==> src/rtl/pllseq_pkg.sv <==
`timescale 1ns/1ps
package pllseq_pkg;

    // Sequencer phases; the order of the raise/lower phases is the update order.
    typedef enum logic [2:0] {
        PH_IDLE = 3'd0,
        PH_PLAN = 3'd1,
        PH_P_UP = 3'd2,
        PH_M_UP = 3'd3,
        PH_NK   = 3'd4,
        PH_LOCK = 3'd5,
        PH_M_DN = 3'd6,
        PH_P_DN = 3'd7
    } phase_e;

endpackage

==> src/rtl/pllseq_timer.sv <==
`timescale 1ns/1ps
module pllseq_timer #(
    parameter int W = 16
) (
    input  logic         clk,
    input  logic         rst_n,
    input  logic         load,
    input  logic [W-1:0] load_val,
    output logic         zero
);

    logic [W-1:0] cnt_d, cnt_q;

    always_comb begin
        cnt_d = cnt_q;
        if (load)
            cnt_d = load_val;
        else if (cnt_q != '0)
            cnt_d = cnt_q - 1'b1;
    end

    always_ff @(posedge clk) begin
        if (!rst_n) cnt_q <= '0;
        else        cnt_q <= cnt_d;
    end

    assign zero = (cnt_q == '0);

    // An expired wait stays expired until the next load.
    assert_hold_at_zero_R7: assert property (@(posedge clk) disable iff (!rst_n)
        (zero && !load) |=> zero);

endmodule

==> src/rtl/pllseq_field_cmp.sv <==
`timescale 1ns/1ps
module pllseq_field_cmp #(
    parameter int W = 2
) (
    input  logic [W-1:0] want,
    input  logic [W-1:0] have,
    output logic         raise,
    output logic         lower
);

    assign raise = (want > have);
    assign lower = (want < have);

endmodule

==> src/rtl/pll_factor_sequencer.sv <==
`timescale 1ns/1ps
module pll_factor_sequencer
    import pllseq_pkg::*;
#(
    parameter int NW           = 5,
    parameter int KW           = 2,
    parameter int MW           = 2,
    parameter int PW           = 3,
    parameter int P_MAX        = 3,
    parameter int SETTLE_LONG  = 2000,
    parameter int SETTLE_SHORT = 20,
    parameter int LOCK_W       = 16,
    parameter int RST_N        = 16,
    parameter int RST_K        = 0,
    parameter int RST_M        = 0,
    parameter int RST_P        = 0
) (
    input  logic              clk,
    input  logic              rst_n,
    input  logic              start,
    input  logic [NW-1:0]     req_n,
    input  logic [KW-1:0]     req_k,
    input  logic [MW-1:0]     req_m,
    input  logic [PW-1:0]     req_p,
    input  logic [LOCK_W-1:0] lock_limit,
    input  logic              pll_lock,
    output logic [NW-1:0]     fac_n,
    output logic [KW-1:0]     fac_k,
    output logic [MW-1:0]     fac_m,
    output logic [PW-1:0]     fac_p,
    output logic              busy,
    output logic              done,
    output logic              lock_fail,
    output logic              reject
);

    localparam int LONG_W  = $clog2(SETTLE_LONG + 1);
    localparam int SHORT_W = $clog2(SETTLE_SHORT + 1);
    localparam int WAIT_W  = (LONG_W > SHORT_W) ? LONG_W : SHORT_W;
    localparam int TW      = (WAIT_W > LOCK_W) ? WAIT_W : LOCK_W;
    localparam logic [TW-1:0] LONG_LD  = TW'(SETTLE_LONG - 1);
    localparam logic [TW-1:0] SHORT_LD = TW'(SETTLE_SHORT - 1);
    localparam logic [PW-1:0] P_TOP    = PW'(P_MAX);

    typedef struct packed {
        phase_e        ph;
        logic [NW-1:0] tgt_n;
        logic [KW-1:0] tgt_k;
        logic [MW-1:0] tgt_m;
        logic [PW-1:0] tgt_p;
        logic [NW-1:0] app_n;
        logic [KW-1:0] app_k;
        logic [MW-1:0] app_m;
        logic [PW-1:0] app_p;
        logic          done;
        logic          fail;
        logic          rej;
    } seq_t;

    seq_t st_d, st_q;

    logic          p_up, p_dn, m_up, m_dn;
    logic          tm_load, tm_zero;
    logic [TW-1:0] tm_val;
    logic          adv;
    phase_e        go;

    pllseq_field_cmp #(.W(PW)) u_cmp_p (
        .want  (st_q.tgt_p),
        .have  (st_q.app_p),
        .raise (p_up),
        .lower (p_dn)
    );

    pllseq_field_cmp #(.W(MW)) u_cmp_m (
        .want  (st_q.tgt_m),
        .have  (st_q.app_m),
        .raise (m_up),
        .lower (m_dn)
    );

    pllseq_timer #(.W(TW)) u_timer (
        .clk      (clk),
        .rst_n    (rst_n),
        .load     (tm_load),
        .load_val (tm_val),
        .zero     (tm_zero)
    );

    always_comb begin
        st_d      = st_q;
        st_d.done = 1'b0;
        st_d.fail = 1'b0;
        st_d.rej  = 1'b0;
        adv       = 1'b0;
        go        = PH_IDLE;
        tm_load   = 1'b0;
        tm_val    = '0;

        case (st_q.ph)
            PH_IDLE: begin
                if (start) begin
                    if (req_p > P_TOP) begin
                        st_d.rej = 1'b1;
                    end else begin
                        st_d.tgt_n = req_n;
                        st_d.tgt_k = req_k;
                        st_d.tgt_m = req_m;
                        st_d.tgt_p = req_p;
                        st_d.ph    = PH_PLAN;
                    end
                end
            end
            PH_PLAN: begin
                adv = 1'b1;
                go  = p_up ? PH_P_UP : (m_up ? PH_M_UP : PH_NK);
            end
            PH_P_UP: begin
                if (tm_zero) begin
                    adv = 1'b1;
                    go  = m_up ? PH_M_UP : PH_NK;
                end
            end
            PH_M_UP: begin
                if (tm_zero) begin
                    adv = 1'b1;
                    go  = PH_NK;
                end
            end
            PH_NK: begin
                if (tm_zero) begin
                    adv = 1'b1;
                    go  = PH_LOCK;
                end
            end
            PH_LOCK: begin
                if (pll_lock) begin
                    adv = 1'b1;
                    go  = m_dn ? PH_M_DN : (p_dn ? PH_P_DN : PH_IDLE);
                end else if (tm_zero) begin
                    st_d.fail = 1'b1;
                    st_d.ph   = PH_IDLE;
                end
            end
            PH_M_DN: begin
                if (tm_zero) begin
                    adv = 1'b1;
                    go  = p_dn ? PH_P_DN : PH_IDLE;
                end
            end
            PH_P_DN: begin
                if (tm_zero) begin
                    adv = 1'b1;
                    go  = PH_IDLE;
                end
            end
            default: st_d.ph = PH_IDLE;
        endcase

        // Common entry action for the phase being entered.
        if (adv) begin
            st_d.ph = go;
            case (go)
                PH_P_UP, PH_P_DN: begin
                    st_d.app_p = st_q.tgt_p;
                    tm_load    = 1'b1;
                    tm_val     = LONG_LD;
                end
                PH_M_UP, PH_M_DN: begin
                    st_d.app_m = st_q.tgt_m;
                    tm_load    = 1'b1;
                    tm_val     = LONG_LD;
                end
                PH_NK: begin
                    st_d.app_n = st_q.tgt_n;
                    st_d.app_k = st_q.tgt_k;
                    tm_load    = 1'b1;
                    tm_val     = SHORT_LD;
                end
                PH_LOCK: begin
                    tm_load = 1'b1;
                    tm_val  = TW'(lock_limit);
                end
                PH_IDLE: st_d.done = 1'b1;
                default: ;
            endcase
        end
    end

    always_ff @(posedge clk) begin
        if (!rst_n) begin
            st_q       <= '0;
            st_q.ph    <= PH_IDLE;
            st_q.app_n <= NW'(RST_N);
            st_q.app_k <= KW'(RST_K);
            st_q.app_m <= MW'(RST_M);
            st_q.app_p <= PW'(RST_P);
            st_q.tgt_n <= NW'(RST_N);
            st_q.tgt_k <= KW'(RST_K);
            st_q.tgt_m <= MW'(RST_M);
            st_q.tgt_p <= PW'(RST_P);
        end else begin
            st_q <= st_d;
        end
    end

    assign fac_n     = st_q.app_n;
    assign fac_k     = st_q.app_k;
    assign fac_m     = st_q.app_m;
    assign fac_p     = st_q.app_p;
    assign busy      = (st_q.ph != PH_IDLE);
    assign done      = st_q.done;
    assign lock_fail = st_q.fail;
    assign reject    = st_q.rej;

    // ---------------- assertions ----------------
    assert_p_in_range_R9: assert property (@(posedge clk) disable iff (!rst_n)
        fac_p <= P_TOP);

    assert_reject_idle_R9: assert property (@(posedge clk) disable iff (!rst_n)
        reject |-> !busy);

    assert_one_divider_R8: assert property (@(posedge clk) disable iff (!rst_n)
        !(!$stable(fac_p) && !$stable(fac_m)));

    assert_nk_alone_R4: assert property (@(posedge clk) disable iff (!rst_n)
        (!$stable(fac_n) || !$stable(fac_k)) |-> ($stable(fac_p) && $stable(fac_m)));

    assert_m_drop_after_lock_R5: assert property (@(posedge clk) disable iff (!rst_n)
        (fac_m < $past(fac_m)) |-> $past(pll_lock));

    assert_p_drop_last_R6: assert property (@(posedge clk) disable iff (!rst_n)
        (fac_p < $past(fac_p)) |->
            (($past(st_q.ph) == PH_LOCK && $past(pll_lock)) || $past(st_q.ph) == PH_M_DN));

    assert_target_held_R10: assert property (@(posedge clk) disable iff (!rst_n)
        busy |=> (!busy || $stable({st_q.tgt_n, st_q.tgt_k, st_q.tgt_m, st_q.tgt_p})));

    assert_done_pulse_R11: assert property (@(posedge clk) disable iff (!rst_n)
        done |-> (!busy && $past(busy)));

    assert_done_single_R11: assert property (@(posedge clk) disable iff (!rst_n)
        done |=> !done);

    assert_fail_no_done_R12: assert property (@(posedge clk) disable iff (!rst_n)
        lock_fail |-> (!done && !busy));

endmodule

==> config.mk <==
export PLATFORM = sky130hd
export DESIGN_NAME = pll_factor_sequencer
export DESIGN_NICKNAME = d
export VERILOG_FILES = /design/src/rtl/pllseq_pkg.sv /design/src/rtl/pllseq_timer.sv /design/src/rtl/pllseq_field_cmp.sv /design/src/rtl/pll_factor_sequencer.sv
export SDC_FILE = /design/constraint.sdc
export NUM_CORES = 1
export LEC_CHECK = 0
export BUFFER_PORTS_ARGS = -buffer_cell sky130_fd_sc_hd__buf_4
export CAP_MARGIN = 5
export CORE_MARGIN = 2
export CORE_UTILIZATION = 60
export CTS_CLUSTER_SIZE = 14
export DETAILED_ROUTE_END_ITERATION = 10
export PLACE_DENSITY = 0.85
export SYNTH_ARGS = -nofsm -noshare
export SYNTH_HDL_FRONTEND = slang
export SYNTH_SLANG_ARGS = --single-unit
==> constraint.sdc <==
create_clock -name clk -period 5.25 [get_ports clk]
set_input_delay 0.2625 -clock clk [delete_from_list [all_inputs] [get_ports clk]]
set_output_delay 0.2625 -clock clk [all_outputs]
set_load 0.01 [all_outputs]
==> key figures <==
Outcome
  – Status: finished clean

Timing
  – RSZ-0062 raised after global routing: no
  – Period utilization: a little under half
  – Setup TNS Final: 0 ns
  – Worst hold slack: 0.1621 ns
  – Endpoints failing setup: 0
  – Worst-margin pin slew: 0.9366 ns
  – Headroom to the max-slew limit: ~37%
  – Final Slew Violations: 0
  – FMAX: 397.9 MHz
  – Crit path time final: 2.513 ns
  – Final count of hold timing violations: 0
  – Fin Clk Skew: 0.002078 ns

Power and ir drop
  – Lkg Pwr: 1.259 nW
  – VDD IR max: roughly 0.28 mV
  – Total power: roughly 0.0015 W
  – Pwr/cell area: 500.0 mW/mm2

Drt
  – Wirelength, routed: 5.628 mm
  – Avg WL per Cell: between 10 and 15 um
  – TritonRoute pass-1 iters: 4
  – DRT antenna net count: 0
  – 1st-iter DRT viols: approximately 140
  – Drt via density: 5.688
  – Residual DRC: 0
  – Vias: roughly 2.3k

Logic synthesis
  – Ranking of synthesized cells by area: dfxtp_1, nand2_1, mux2i_1
  – Complex-gate fraction of the synthesized area: between 10% and 20%
  – Yosys reg bits: 46
  – Post-synth top area share: 35.28%
  – Yosys cell types: 56
  – Cells after synthesis: around 320
  – Largest area contributor in the synthesized netlist: dfxtp_1
  – Fraction of registers with async set/reset: 0%
  – Synth Flop Type: dfxtp_1
  – Syn nets: 356
  – Sequential share of the synthesized area: roughly a third
  – Combinational family with the most area after synthesis: simple AND/OR/NAND/NOR gates
  – Synthesized area: 0.002610 mm2
  – Simple-Gate Fraction of Synth Area: between 20% and 30%
  – Post-Synth Adder-Cell Area: roughly 3.4%
  – Synth Area in XOR/XNOR: 4.362%
  – Syn avg cell area: between 8 and 9 um2
  – Synthesis Warnings: 0
  – Post-synthesis mux area share: around 5.0%
  – Number of synthesized flops with an enable pin: 0

CTS
  – Post-CTS setup buffer count: 0
  – CTS Root Cell: clkbuf_8
  – Num Clock Sinks: 46
  – TritonCTS Buffers: 5
  – CTS Hold Buffers Added: 0
  – Clk Latency, worst-skew pair: ~0.30 ns
  – Max Root-Sink Buffers: 2
  – Clk slew on worst S/H paths: about 0.090 ns
  – Post_cts resized: 0
  – H-tree depth: 2
  – CTS tree: done

Floorplan
  – Die Height: ~70 um
  – DIE WIDTH: around 70 um
  – Core area: just over 0.004 mm2
  – Die ar.: a little under 0.005 mm2
  – Initial core utilization: between 60 and 70%
  – Io pins: 48
  – Row count: 23

Min path
  – Class of the worst hold path: in2reg

Critical path
  – Startpoint Class: flip-flop
  – Crit. End Element: flip-flop
  – Critical path type: reg2reg
  – CP arrival: between 2 and 3 ns
  – Worst Path Required: between 5 and 6 ns
  – Critical Path Fanout Max: 10

Cells and area
  – Fraction of layout cells with a size suffix above 1: about 23%
  – Area growth syn-to-layout: 14.29%
  – Design Area, Final: between 0.002 and 0.003 mm2
  – Ant diodes: 0
  – Fin cells: 400
  – Fillers: 324
  – Nets@finish: roughly 390

Global route
  – First-pass GRT wire length: about 9.7 mm
  – Grt total ovfl: 0
  – Largest net degree at the start of global routing: 24
  – Total track usage: roughly 24%
  – Initial antenna violation count: 0
  – Vias in the first global route: roughly 2.2k

Place
  – # port buffers: 47
  – DP HPWL: 4.227 mm
  – Final Wtd Congestion: around 0.94
  – Placed Area: 0.002889 mm2
  – Placed Cells: 392

Run
  – Reported max-cap violation count: 0
## cells in the mapped netlist, types with 3 or more instances
| cell | count |
|---|---|
| a211oi_1 | 3 |
| a21oi_1 | 22 |
| a22oi_1 | 3 |
| a31oi_1 | 8 |
| buf_4 | 14 |
| clkbuf_1 | 7 |
| dfxtp_1 | 46 |
| ha_1 | 7 |
| inv_1 | 10 |
| mux2i_1 | 13 |
| nand2_1 | 63 |
| nand3_1 | 8 |
| nor2_1 | 30 |
| nor2_2 | 3 |
| nor3_1 | 5 |
| nor4_1 | 3 |
| o21ai_0 | 11 |
| xnor2_1 | 6 |
| xor2_1 | 7 |
## registers in the layout, summed over array words and instances, names as in the netlist
signal,cells
fac_k,2
u_timer.cnt_q,16
st_q,15
fac_m,2
lock_fail,1
reject,1
fac_n,5
fac_p,3
done,1
## final cells by class
class | instances | area [um2] | area share [%]
Multi-Input combinational cell | 238 | 1511 | 50.67
Sequential cell | 46 | 920.9 | 30.87
Timing Repair Buffer | 47 | 352.8 | 11.83
Clock buffer | 5 | 68.82 | 2.307
Tap cell | 50 | 62.56 | 2.097
Inverter | 11 | 41.29 | 1.384
Clock inverter | 3 | 25.02 | 0.8389
## power by group
| part | internal (W) | total [W] | switching (W) |
|---|---|---|---|
| registers | 0.000424 | 0.000521 | 0.0000965 |
| clock network | 0.0000962 | 0.000225 | 0.000128 |
| logic | 0.000315 | 0.000746 | 0.000431 |
| total | 0.000836 | 0.00149 | 0.000655 |
## cell families (layout without fill, tap and decap cells)
family	after synthesis	in the layout
adders and majority gates	7	7
muxes	13	13
xor gates and xnor gates	13	13
buffers and inverters	33	66
DFF	46	46
AOI/OAI and AO/OA	70	70
and+or+nand+nor	135	135
## cells in the final DEF (no fill, tap or decap), drive strengths merged, types with 2 or more instances in the layout
| cell type | synthesis | routed |
|---|---|---|
| inv | 11 | 12 |
| ha | 7 | 7 |
| dfxtp | 46 | 46 |
| or3 | 2 | 2 |
| o32ai | 2 | 2 |
| nor2 | 35 | 35 |
| a22oi | 4 | 4 |
| nand2b | 2 | 2 |
| xnor2 | 6 | 6 |
| clkbuf | 7 | 5 |
| a21boi | 2 | 2 |
| a211oi | 5 | 5 |
| o2111ai | 2 | 2 |
| a31oi | 8 | 8 |
| o31ai | 2 | 2 |
| and3 | 3 | 3 |
| mux2i | 13 | 13 |
| a21oi | 24 | 24 |
| nor2b | 2 | 2 |
| nand3 | 8 | 8 |
| buf | 15 | 47 |
| nor3 | 7 | 7 |
| nor3b | 2 | 2 |
| xor2 | 7 | 7 |
| nand2 | 64 | 64 |
| nor4 | 5 | 5 |
| o21ai | 13 | 13 |
## final timing paths
| check | start | end | slack, ns | cells past startpoint |
|---|---|---|---|---|
| max reg2reg | fac_p[1] | u_timer.cnt_q[14] | 2.74 | 8 |
| min reg2reg | st_q[24] | st_q[24] | 0.46 | 2 |
| max | fac_p[1] | u_timer.cnt_q[14] | 2.74 | 8 |
| min | req_n[4] | st_q[26] | 0.16 | 3 |
## per-layer routing
layer / part of all wire [%] / global-route usage (%) / routed length [um] / up-vias
met3: 5.0 / 4.762 / 284 / 11
li1: - / - / - / 1158
met5: 0 / 0 / 0 / -
met4: 1.6 / 8.547 / 92 / 0
met1: 44 / 30.96 / 2497 / 1038
met2: 49 / 40.63 / 2754 / 68
## through the flow
| stage | utilization [%] | worst slack [ns] |
|---|---|---|
| 4_1_cts | 72.99 | 2.732 |
| 3_5_place_dp | 70.70 | 2.743 |
| 6_report | 72.99 | 2.737 |
| 5_1_grt | 72.99 | 2.449 |
| 3_3_place_gp | 70.70 | 2.847 |
| 2_1_floorplan | - | 3.150 |
## critical path, cell delays in order, from the launching register on
cell	delay [ns]
dfxtp_1	0.35
inv_1	0.05
ha_1	0.29
nand2b_1	0.10
a21o_1	0.20
o21ai_1	0.40
nand2_1	0.23
o31ai_2	0.64
nor2_1	0.12
(Power assumes the default switching activity.)
